File: src/rtl/slotseq_pkg.sv
package slotseq_pkg;
  localparam int SLOTS = 4;
  typedef logic [SLOTS-1:0] slot_vec_t;

  // Slot in which a port with access slot acc holds PHI2 low.
  function automatic logic [1:0] low_slot(input logic [1:0] acc);
    return acc + 2'd1;
  endfunction

  // PHI2 level of a port while the ring shows the given slot vector.
  function automatic logic phi2_level(input logic [1:0] acc, input slot_vec_t ring);
    return !ring[low_slot(acc)];
  endfunction

  // One step of the slot ring.
  function automatic slot_vec_t ring_step(input slot_vec_t r);
    return {r[SLOTS-2:0], r[SLOTS-1]};
  endfunction

  localparam slot_vec_t RING_START = slot_vec_t'(1);
endpackage

File: src/rtl/slot_ring.sv
module slot_ring
  import slotseq_pkg::*;
(
  input  logic      clk,
  input  logic      rst,
  output slot_vec_t ring_q,
  output slot_vec_t ring_d,
  output logic      armed_q,
  output logic      armed_d
);
  // Next-state values are brought out so each lane registers its outputs
  // from the same edge as the ring itself.
  always_comb begin
    ring_d  = rst ? RING_START : ring_step(ring_q);
    armed_d = rst ? 1'b0 : (armed_q | ring_q[SLOTS-1]);
  end

  always_ff @(posedge clk) begin
    ring_q  <= ring_d;
    armed_q <= armed_d;
  end
endmodule

File: src/rtl/port_lane.sv
module port_lane
  import slotseq_pkg::*;
#(
  parameter int         DW  = 8,
  parameter logic [1:0] ACC = 2'd0
) (
  input  logic          clk,
  input  logic          rst,
  input  slot_vec_t     ring_d,
  input  logic          armed_d,
  input  logic          wr_req,
  input  logic [DW-1:0] bus_rdata,
  output logic          grant_d,
  output logic          phi2_q,
  output logic          en_q,
  output logic          stb_q,
  output logic [DW-1:0] rd_q
);
  assign grant_d = armed_d & ring_d[ACC];

  always_ff @(posedge clk) begin
    if (rst) begin
      phi2_q <= phi2_level(ACC, RING_START);
      en_q   <= 1'b0;
      stb_q  <= 1'b0;
      rd_q   <= '0;
    end else begin
      phi2_q <= phi2_level(ACC, ring_d);
      en_q   <= grant_d;
      stb_q  <= grant_d & wr_req;
      if (en_q) rd_q <= bus_rdata;
    end
  end
endmodule

File: src/rtl/bus_mux.sv
module bus_mux #(
  parameter int NUM_PORTS = 4,
  parameter int AW        = 8,
  parameter int DW        = 8
) (
  input  logic                    clk,
  input  logic                    rst,
  input  logic [NUM_PORTS-1:0]    grant_d,
  input  logic [NUM_PORTS*AW-1:0] port_addr,
  input  logic [NUM_PORTS*DW-1:0] port_wdata,
  output logic [AW-1:0]           bus_addr_q,
  output logic [DW-1:0]           bus_wdata_q
);
  logic [AW-1:0] addr_sel;
  logic [DW-1:0] wdata_sel;

  always_comb begin
    addr_sel  = '0;
    wdata_sel = '0;
    for (int p = 0; p < NUM_PORTS; p++) begin
      addr_sel  |= port_addr[p*AW +: AW]  & {AW{grant_d[p]}};
      wdata_sel |= port_wdata[p*DW +: DW] & {DW{grant_d[p]}};
    end
  end

  always_ff @(posedge clk) begin
    if (rst) begin
      bus_addr_q  <= '0;
      bus_wdata_q <= '0;
    end else begin
      bus_addr_q  <= addr_sel;
      bus_wdata_q <= wdata_sel;
    end
  end
endmodule

File: src/rtl/slot_sequencer.sv
module slot_sequencer
  import slotseq_pkg::*;
#(
  parameter int         NUM_PORTS = 4,
  parameter int         AW        = 8,
  parameter int         DW        = 8,
  parameter logic [7:0] SLOT_MAP  = 8'b10_01_00_11
) (
  input  logic                    clk,
  input  logic                    rst,
  input  logic [NUM_PORTS-1:0]    port_wr,
  input  logic [NUM_PORTS*AW-1:0] port_addr,
  input  logic [NUM_PORTS*DW-1:0] port_wdata,
  input  logic [DW-1:0]           bus_rdata,
  output logic [SLOTS-1:0]        slot_sel,
  output logic [NUM_PORTS-1:0]    phi2,
  output logic [NUM_PORTS-1:0]    bus_en,
  output logic [NUM_PORTS-1:0]    bus_wr_stb,
  output logic [AW-1:0]           bus_addr,
  output logic [DW-1:0]           bus_wdata,
  output logic [NUM_PORTS*DW-1:0] port_rdata
);
  slot_vec_t            ring_q, ring_d;
  logic                 armed_q, armed_d;
  logic [NUM_PORTS-1:0] grant_d;

  slot_ring u_ring (
    .clk    (clk),
    .rst    (rst),
    .ring_q (ring_q),
    .ring_d (ring_d),
    .armed_q(armed_q),
    .armed_d(armed_d)
  );

  assign slot_sel = ring_q;

  for (genvar p = 0; p < NUM_PORTS; p++) begin : g_lane
    localparam logic [1:0] ACC = SLOT_MAP[2*p +: 2];
    port_lane #(.DW(DW), .ACC(ACC)) u_lane (
      .clk      (clk),
      .rst      (rst),
      .ring_d   (ring_d),
      .armed_d  (armed_d),
      .wr_req   (port_wr[p]),
      .bus_rdata(bus_rdata),
      .grant_d  (grant_d[p]),
      .phi2_q   (phi2[p]),
      .en_q     (bus_en[p]),
      .stb_q    (bus_wr_stb[p]),
      .rd_q     (port_rdata[p*DW +: DW])
    );
  end

  bus_mux #(.NUM_PORTS(NUM_PORTS), .AW(AW), .DW(DW)) u_mux (
    .clk        (clk),
    .rst        (rst),
    .grant_d    (grant_d),
    .port_addr  (port_addr),
    .port_wdata (port_wdata),
    .bus_addr_q (bus_addr),
    .bus_wdata_q(bus_wdata)
  );
endmodule

File: config.mk
export PLATFORM = sky130hd
export DESIGN_NAME = slot_sequencer
export DESIGN_NICKNAME = d
export VERILOG_FILES = /design/src/rtl/slotseq_pkg.sv /design/src/rtl/slot_ring.sv /design/src/rtl/port_lane.sv /design/src/rtl/bus_mux.sv /design/src/rtl/slot_sequencer.sv
export SDC_FILE = /design/constraint.sdc
export NUM_CORES = 1
export LEC_CHECK = 0
export BUFFER_PORTS_ARGS = -buffer_cell sky130_fd_sc_hd__buf_4
export CORE_MARGIN = 5
export CORE_UTILIZATION = 30
export CTS_BUF_LIST = sky130_fd_sc_hd__clkbuf_4 sky130_fd_sc_hd__clkbuf_8
export CTS_CLUSTER_DIAMETER = 80
export DETAILED_ROUTE_END_ITERATION = 7
export PLACE_DENSITY = 0.6
export SLEW_MARGIN = 15
export SYNTH_ARGS = -nofsm -noshare
export SYNTH_HDL_FRONTEND = slang
export SYNTH_SLANG_ARGS = --single-unit
File: constraint.sdc
create_clock -name clk -period 2.7 [get_ports clk]
set_input_delay 0.135 -clock clk [delete_from_list [all_inputs] [get_ports clk]]
set_output_delay 0.135 -clock clk [all_outputs]
set_load 0.01 [all_outputs]
After elaboration in Yosys (flattened, before gate mapping)
Index checks and enable logic that the tools add are counted.
Storage, ports and cells
  flip-flop bits (word level): 65
  output and inout bits: 64
  logic and storage cells: 49
Operators by class
  mux-type cells: 2
  bitwise gates (word level): 23
  reduce and logical (&&, ||, !) cells: 4
Operator list (number)
  8-bit AND: 8
  8-bit bitwise OR: 6
  1-bit AND: 8
  1-bit logical NOT: 4
  4-bit 2-to-1 mux: 1
  1-bit 2-to-1 mux: 1
  1-bit bitwise OR: 1

Logic depth before layout (Yosys ltp)
Gate-level depths: netlist (run 1).
  depth after elaboration: 7
  gate-level depth with buffers: 5
  mapped depth without buffers: 3

Hierarchy
From an unflattened synthesis (run 1), not the netlist that was laid out.
Unflattened totals
  cell total of the unflattened synthesis: 220
  area total of the unflattened synthesis: 2532.4 sq um
Modules (own cells, without submodules)
  port_lane (g_lane[1].u_lane ...): instances 3, cells an instance 34, area an instance 377.9 sq um, sequential area each 220.2 sq um
  bus_mux: instances 1, cells an instance 74, area an instance 894.6 sq um, sequential area each 320.3 sq um
  port_lane (g_lane[0].u_lane): instances 1, cells an instance 34, area an instance 369.1 sq um, sequential area each 220.2 sq um
  slot_ring: instances 1, cells an instance 10, area an instance 135.1 sq um, sequential area each 100.1 sq um

Worst setup path before layout (run 1)
OpenSTA, ideal clock, no wires.
  path type: register to register
  start: register u_ring.ring_q[3]
  end: register u_mux.bus_addr_q[6]
  arrival time: 1.087 ns
  data required time: 2.578 ns
  path slack: 1.492 ns
  stages on the path, launching flop included: 5
  path buffers: 1
  period minus slack after synthesis: 1.208 ns
  cell sequence: dfxtp_1 -> nor2_4 -> nor2_4 -> buf_6 -> a221o_1
On the way
  word-level cells in the longest chain between the ends: 7
Ends and longest elaborated chain
  start, declared: line slot_ring.sv:6  | output slot_vec_t ring_q,
  start signal, assigned: line slot_ring.sv:19  | ring_q <= ring_d;
  1-bit bitwise OR: line slot_ring.sv:15  | armed_d = rst ? 1'b0 : (armed_q | ring_q[SLOTS-1]);
  1-bit 2-to-1 mux: line slot_ring.sv:15
  1-bit AND: line port_lane.sv:19  | assign grant_d = armed_d & ring_d[ACC];
  8-bit AND: line bus_mux.sv:21  | addr_sel |= port_addr[p*AW +: AW] & {AW{grant_d[p]}};
  8-bit bitwise OR (2 in series): line bus_mux.sv:21
  8-bit bitwise OR (*): line bus_mux.sv:21
  end signal, assigned: line bus_mux.sv:31  | bus_addr_q <= addr_sel;
  end, declared: line bus_mux.sv:11  | output logic [AW-1:0] bus_addr_q,
Every way passes the cells marked *; elsewhere a longest branch is shown, timed or not.
A chain may end at the register's enable or synchronous reset.

Final worst setup path (run 1)
  start: register u_ring.ring_q[3]
  end: register u_mux.bus_addr_q[2]
The elaborated chain is that of the path after synthesis.

==> impl_metrics.json, run 1 <==
{
  "rsz0062_at_grt": "no",
  "worst_pin_slew_ps": 618,
  "final.fill_count": 804,
  "seq_area_um2": 1300,
  "nets": 447,
  "antenna_found_initial": 0,
  "cts_setup_buffers": 0,
  "start_util_pct": 30.4,
  "globalRouteMet1Util_pct": 17.8,
  "hp-class": "input pin to register",
  "die_h_um": 101,
  "core_area_um2": 8090,
  "fin_crit_ps": 1640,
  "syn2layout_area_growth_pct": 52.1,
  "io_buffers": 141,
  "required_ps": 2970,
  "cts_max_level": 3,
  "clock-sinks": 65,
  "arrival_ps": 1910,
  "layout-drive-gt1-share_pct": 43.6,
  "final_common_cell": "buf_4",
  "path_cells": "buf_4 -> nor2_4 -> nor2_4 -> a221o_1",
  "syn_nets": 320,
  "routed-via-count": 2210,
  "critPathLaunchType": "register",
  "antenna_left": 0,
  "dp_cells": 460,
  "yosys_warnings": 0,
  "use_met2_pct": 23.7,
  "grt_usage_pct": 14.5,
  "grt_max_degree": 54,
  "syn_area_per_cell_um2": 10.2,
  "layout_common_cells": "142 x buf_4, 65 x dfxtp_1, 35 x nor2_1",
  "worstPathMaxFanout": 21,
  "stdcell_count": 479,
  "antennaDiodeCount": 0,
  "crit_path_end_kind": "register",
  "ys_seq_area_share_pct": 52.8,
  "max_stage_delay_ps": 520,
  "utilization_pct": 46.3,
  "place.gp.congestion": 0.753,
  "slew-limit-headroom_pct": 58.8,
  "synth_seq_cells": 65,
  "period_share_pct": 60.6,
  "status": "completed",
  "slew_viol_final": 0,
  "cts_tree": "done",
  "clock_latency_ps": 340,
  "cp_slowest_cell": "dfxtp_1",
  "finClkSkew_ps": 10.7,
  "first_iter_violations": 62,
  "drv_cap": 0,
  "fin_tns_setup_ps": 0,
  "vias_per_cell": 4.61,
  "die_w_um": 101,
  "grt_pass1_vias": 2242,
  "grt_overflow": 0,
  "setup_viol": 0,
  "fmax_mhz": 611,
  "crit_path_frequent_cell": "nor2_4",
  "synth_cell_type_count": 18,
  "irDropWorstVdd_v": 0.000281,
  "row_count": 33,
  "use_met3_pct": 3.74,
  "die_area_um2": 10100,
  "path_class": "register to register",
  "wire_per_inst_um": 15.4,
  "io_pins": 142,
  "clk_pin_slew_worst_paths_ps": 70,
  "top_usage_layer": "met2",
  "route.detailed.drc": 0,
  "grt_pass1_wl_um": 11300,
  "cts_max_path_buffers": 2,
  "cts-root-buf": "clkbuf_8",
  "syn_area_um2": 2460,
  "finalWirelength_um": 7380,
  "netlist_instances": 242,
  "timing.hold.ws_ps": 19.0,
  "power_density_nw_per_um2": 572,
  "p_leak_uw": 0.00164,
  "dp_hpwl_um": 5570,
  "multiInputGateArea_um2": 965,
  "hold_viol_final": 0,
  "numCtsBuffers": 9,
  "dr.pass1.iters": 4
}
[report_power, final]
part	leakage, uW	total (uW)	internal, uW	switching [uW]
registers	0.000527	1000	980	21.1
logic	0.000997	195	120	74.7
clock network	0.000112	946	581	365
[stage by stage]
| stage | area, um2 | power (uW) | setup WS, ps |
|---|---|---|---|
| finish | 3750 | 2140 | 1060 |
| global route | 3750 | 2230 | 902 |
| CTS | 3750 | 2160 | 1050 |
| detailed placement | 3480 | 1220 | 1060 |
| global placement | 3480 | 1220 | 1140 |
| floorplan | 2460 | 1090 | 1490 |
[worst paths after layout]
kind / startpoint / end / slack (ps) / cells after the start
max: u_ring.ring_q[3]$_DFF_P_ / u_mux.bus_addr_q[2]$_SDFF_PP0_ / 1060 / 4
min: port_wdata[28] / u_mux.bus_wdata_q[4]$_SDFF_PP0_ / 20 / 2
max reg2reg: u_ring.ring_q[3]$_DFF_P_ / u_mux.bus_addr_q[2]$_SDFF_PP0_ / 1060 / 4
min reg2reg: u_ring.ring_q[1]$_DFF_P_ / g_lane[2].u_lane.phi2_q$_SDFF_PP1_ / 460 / 1
[sequential cells by signal, indices dropped and copies added (netlist names)]
signal,cells
g_lane.u_lane.stb_q,4
u_ring.ring_q,4
g_lane.u_lane.phi2_q,4
g_lane.u_lane.en_q,4
u_ring.armed_q,1
g_lane.u_lane.rd_q,32
u_mux.bus_addr_q,8
u_mux.bus_wdata_q,8
[cells in the mapped netlist, drive strengths merged]
| library cell | count | area share (%) |
|---|---|---|
| dfxtp | 65 | 53 |
| nor2 | 38 | 6.7 |
| mux2i | 32 | 13 |
| buf | 23 | 6.3 |
| a21oi | 16 | 3.3 |
| a221o | 16 | 6.5 |
| nand2 | 16 | 2.4 |
| o211ai | 14 | 4.3 |
| clkbuf | 6 | 0.91 |
| inv | 5 | 0.76 |
| nand2b | 5 | 1.5 |
| and2 | 4 | 1.0 |
| o22ai | 2 | 0.51 |
[area by class of cell]
type                    count  area share [%]
repair buffers            145            29.3
clock buffers              12            4.24
inverters                   5           0.501
flip-flops and latches     65            34.7
multi-input cells         143            25.8
well taps                 105            3.51
clock inverters             4            2.00
[cell families (layout without fill, tap and decap cells)]
logic type             Yosys count  after routing  share of synthesized area (%)
DFF                             65             65                           52.8
muxes                           32             32                           13.0
and+or+nand+nor                 63             63                           11.6
AOI/OAI and AO/OA               48             48                           14.5
buffers and inverters           34            166                           8.02
[metal layers]
| layer | up-vias | share of wire [%] |
|---|---|---|
| met5 | - | 0 |
| met4 | 0 | 2.1 |
| met3 | 14 | 6.8 |
| met2 | 93 | 49 |
| met1 | 1018 | 42 |
| li1 | 1085 | - |
[repair_timing]
| item | 4_1_cts | 5_1_grt |
|---|---|---|
| gates resized for setup | 0 | 0 |
| endpoints found under the hold margin | 3 | 0 |
| hold buffers | 3 | 0 |
[worst max-delay path, delay by kind of cell, from the launching register on]
kind,cells,cell delay (ps)
flip-flops,1,520
AND/OR/NAND/NOR,2,500
buffers and inverters,1,320
AO/OA/AOI/OAI,1,230
No activity file was read; power rests on OpenSTA's default activity.
==> run 2, diff against run 1 <==
- PLACE_DENSITY: 0.6 -> 0.63
- clock period: 2.7 -> 1.4 ns (I/O delays scaled with it)
==> run 2 against run 1 <==
Critical path depth unchanged. Utilization up 5.6 points. Highest routed layer unchanged. Sequential share of layout area down 3.7 points. Combinational power rose to 2.6 times the previous value. Largest cell class is now non-clock buffers. Power up 88%. Flip-flop and latch count unchanged.
==> impl_metrics.json, run 2 (synthesized netlist as in run 1, its figures left out) <==
{
  "status": "completed",
  "cts_resized": 0,
  "hp-class": "input pin to register",
  "rsz0062_at_grt": "no",
  "worstPathMaxFanout": 28,
  "max_stage_delay_ps": 390,
  "worst_pin_slew_ps": 468,
  "layout_common_cells": "148 x buf_4, 65 x dfxtp_1, 44 x dlygate4sd3_1",
  "wire_per_inst_um": 14.6,
  "antennaDiodeCount": 0,
  "grt_pass1_vias": 2548,
  "arrival_ps": 1510,
  "io_pins": 142,
  "p_leak_uw": 0.00184,
  "antenna_left": 0,
  "cts_max_level": 3,
  "numCtsBuffers": 9,
  "clk_pin_slew_worst_paths_ps": 70,
  "syn2layout_area_growth_pct": 70.4,
  "largest_register_ffs": 32,
  "vias_per_cell": 4.53,
  "start_util_pct": 30.4,
  "fin_tns_setup_ps": 0,
  "route.detailed.drc": 0,
  "clock_latency_ps": 330,
  "cts_max_path_buffers": 2,
  "dp_hpwl_um": 5520,
  "nets": 495,
  "cp_slowest_cell": "dfxtp_1",
  "regMostFlops": "g_lane.u_lane.rd_q",
  "grt_usage_pct": 15.1,
  "irDropWorstVdd_v": 0.000594,
  "die_w_um": 101,
  "slew_viol_final": 0,
  "critPathLaunchType": "register",
  "path_class": "register to register",
  "slew-limit-headroom_pct": 68.7,
  "grt_pass1_wl_um": 12000,
  "finClkSkew_ps": 6.20,
  "io_buffers": 141,
  "cts_tree": "done",
  "required_ps": 1610,
  "fmax_mhz": 769,
  "antenna_found_initial": 0,
  "drv_cap": 0,
  "place.gp.congestion": 0.757,
  "cts-root-buf": "clkbuf_8",
  "grt_overflow": 0,
  "period_share_pct": 92.9,
  "die_h_um": 101,
  "routed-via-count": 2386,
  "finalPower_uw": 4030,
  "grt_max_degree": 34,
  "die_area_um2": 10100,
  "cts_setup_buffers": 0,
  "dr.pass1.iters": 4,
  "fin_crit_ps": 1300,
  "hold_viol_final": 0,
  "crit_path_end_kind": "register",
  "path_cells": "buf_12 -> o211ai_1 -> a21oi_1 -> a221o_1",
  "first_iter_violations": 44,
  "power_density_nw_per_um2": 960,
  "layout-drive-gt1-share_pct": 40.3,
  "final_common_cell": "buf_4",
  "reg2reg_slack_ps": 100,
  "top_regs": "g_lane.u_lane.rd_q: 32 flops, u_mux.bus_addr_q: 8 flops, u_mux.bus_wdata_q: 8 flops",
  "finalWirelength_um": 7680,
  "row_count": 33,
  "clock-sinks": 65,
  "setup_viol": 0,
  "core_area_um2": 8090
}
## run 2: final timing paths
kind	from	end	cells past startpoint
setup / recovery	u_ring.ring_q[3]$_DFF_P_	u_mux.bus_wdata_q[0]$_SDFF_PP0_	4
setup reg to reg	u_ring.ring_q[3]$_DFF_P_	u_mux.bus_wdata_q[0]$_SDFF_PP0_	4
hold / removal	port_addr[8]	u_mux.bus_addr_q[0]$_SDFF_PP0_	4
hold reg to reg	u_ring.ring_q[0]$_DFF_P_	g_lane[1].u_lane.phi2_q$_SDFF_PP1_	1
## run 2: area by class of cell
class / instances / area, um2
fill: 750 / 3890
timing repair buffer: 193 / 1570
sequential: 65 / 1300
multi-input combinational: 143 / 965
clock buffer: 12 / 159
tap: 105 / 131
clock inverter: 4 / 51.3
inverter: 5 / 18.8
## run 2: power breakdown
part	internal, uW	switching (uW)
Clock	939	675
Combinational	316	187
Sequential	1890	21.0
Total	3150	883
## run 2: repair_timing
| item | CTS | global route |
|---|---|---|
| setup endpoints to repair | 0 | 1 |
| hold endpoints to repair | 41 | 0 |
| hold buffers | 44 | 0 |
## run 2: through the flow
stage               hold slack, ps  util, %  worst slack [ps]  cell area [um2]  cells
floorplan                      192        -               192             2460    242
global placement               272     43.8               170             3550    467
detailed placement             275     43.8               127             3550    467
CTS                           66.8     51.9               107             4200    527
global route                  87.2     51.9              15.8             4200    527
finish                        97.4     51.9              99.7             4200    527
## run 2: worst max-delay path: cells and delay by family (launching register included)
family,cells,cell delay [ps]
compound gates,3,580
buf+inv,1,200
flops,1,390
## run 2: per-layer routing
metal	global-route usage, %	part of all wire (%)	vias up
li1	-	-	1179
met1	16.5	41	1080
met2	26.8	49	119
met3	4.91	9.4	8
met4	5.91	1.1	0
met5	0	0	-
==> run 3, diff against run 2 <==
- CORE_MARGIN: 5 -> unset
==> run 3 against run 2 <==
Hold slack worse by 17 ps. Routed wire length down 5.4%. Fmax up 5.6%. Via count up 1.4%. Cell count down 0.38%. Critical endpoint is now u_mux.bus_wdata_q[3]$_SDFF_PP0_.
==> impl_metrics.json, run 3 (synthesized netlist as in run 1, its figures left out) <==
{
  "status": "completed",
  "stdcell_count": 525,
  "die_area_um2": 8580,
  "cp_slowest_cell": "dfxtp_1",
  "core_area_um2": 7850,
  "cts-root-buf": "clkbuf_8",
  "path_cells": "nand2b_2 -> nor2_4 -> a221o_1",
  "route.detailed.drc": 0,
  "clk_pin_slew_worst_paths_ps": 70,
  "cts_tree": "done",
  "fmax_mhz": 812,
  "power_density_nw_per_um2": 946,
  "top_regs": "g_lane.u_lane.rd_q: 32 flops, u_mux.bus_addr_q: 8 flops, u_mux.bus_wdata_q: 8 flops",
  "worst_pin_slew_ps": 463,
  "seq_area_um2": 1300,
  "slew-limit-headroom_pct": 69.1,
  "die_w_um": 92.6,
  "grt_pass1_vias": 2351,
  "irDropWorstVdd_v": 0.000383,
  "drv_cap": 0,
  "rsz0062_at_grt": "no",
  "routed-via-count": 2420,
  "layout_common_cells": "150 x buf_4, 65 x dfxtp_1, 44 x dlygate4sd3_1",
  "finClkSkew_ps": 5.66,
  "grt_pass1_wl_um": 11300,
  "die_h_um": 92.6,
  "cts_max_level": 3,
  "vias_per_cell": 4.61,
  "max_stage_delay_ps": 440,
  "antenna_left": 0,
  "syn2layout_area_growth_pct": 69.4,
  "clock-sinks": 65,
  "path_class": "register to register",
  "io_buffers": 141,
  "grt_usage_pct": 17.1,
  "timing.hold.ws_ps": 79.9,
  "fin_tns_setup_ps": 0,
  "fin_crit_ps": 1230,
  "period_share_pct": 88.0,
  "arrival_ps": 1510,
  "row_count": 32,
  "antenna_found_initial": 0,
  "first_iter_violations": 47,
  "critPathLaunchType": "register",
  "layout-drive-gt1-share_pct": 40.4,
  "wire_per_inst_um": 13.8,
  "numCtsBuffers": 9,
  "nets": 496,
  "cts_resized": 0,
  "clock_latency_ps": 340,
  "start_util_pct": 31.4,
  "place.gp.congestion": 0.744,
  "p_leak_uw": 0.00184,
  "largest_register_ffs": 32,
  "hp-class": "input pin to register",
  "worstPathMaxFanout": 16,
  "dr.pass1.iters": 4,
  "dp_cells": 465,
  "multiInputGateArea_um2": 965,
  "finalWirelength_um": 7270,
  "pre_cts_ws_ps": 140,
  "io_pins": 142,
  "regMostFlops": "g_lane.u_lane.rd_q",
  "final.fill_count": 739,
  "fin_ws_ps": 168,
  "cts_max_path_buffers": 2,
  "grt_max_degree": 33,
  "dp_hpwl_um": 4880,
  "crit_path_end_kind": "register",
  "antennaDiodeCount": 0,
  "final_common_cell": "buf_4",
  "hold_viol_final": 0,
  "slew_viol_final": 0,
  "required_ps": 1680,
  "finalPower_uw": 3950,
  "setup_viol": 0,
  "grt_overflow": 0
}
==> run 3: routing by layer <==
layer  track usage (%)  wire length [um]
met5                 0                 0
met4              8.72               178
met3              4.43               464
met2              30.4              3640
met1              18.6              2980
==> run 3: layout make-up <==
cell class,instances,share of cell area [%]
clock buffers,9,2.97
inverters,5,0.450
well taps,102,3.06
multi-input cells,143,23.1
clock inverters,7,1.71
flip-flops and latches,65,31.2
repair buffers,194,37.5
==> run 3: repair_timing <==
action                     in CTS  in global routing
setup endpoints to repair       0                  0
buffers inserted                0                  0
hold endpoints to repair       50                  0
hold buffers                   44                  0
==> run 3: power by group <==
part	internal, uW	switching (uW)
Sequential	1890	18.5
Combinational	315	188
Clock	820	717
Total	3030	923
==> run 3: critical path, delay by kind of cell, from the launching register on <==
kind	cells	cell delay (ps)
simple gates	2	490
compound gates	1	230
flops	1	440
==> run 3: final timing paths <==
check                                 from                            endpoint  slack (ps)  depth (start not counted)
setup reg to reg  u_ring.ring_q[2]$_DFF_P_     u_mux.bus_wdata_q[3]$_SDFF_PP0_         170                          3
hold reg to reg   u_ring.ring_q[0]$_DFF_P_  g_lane[1].u_lane.phi2_q$_SDFF_PP1_         440                          1
hold / removal                         rst              u_ring.armed_q$_DFF_P_          80                          2
setup / recovery  u_ring.ring_q[2]$_DFF_P_     u_mux.bus_wdata_q[3]$_SDFF_PP0_         170                          3
==> run 3: through the flow <==
step	utilization, %	area (um2)
after floorplan	-	2460
after global placement	45.1	3540
after detailed placement	45.1	3540
after CTS	53.2	4170
after global routing	53.2	4170
final	53.2	4170
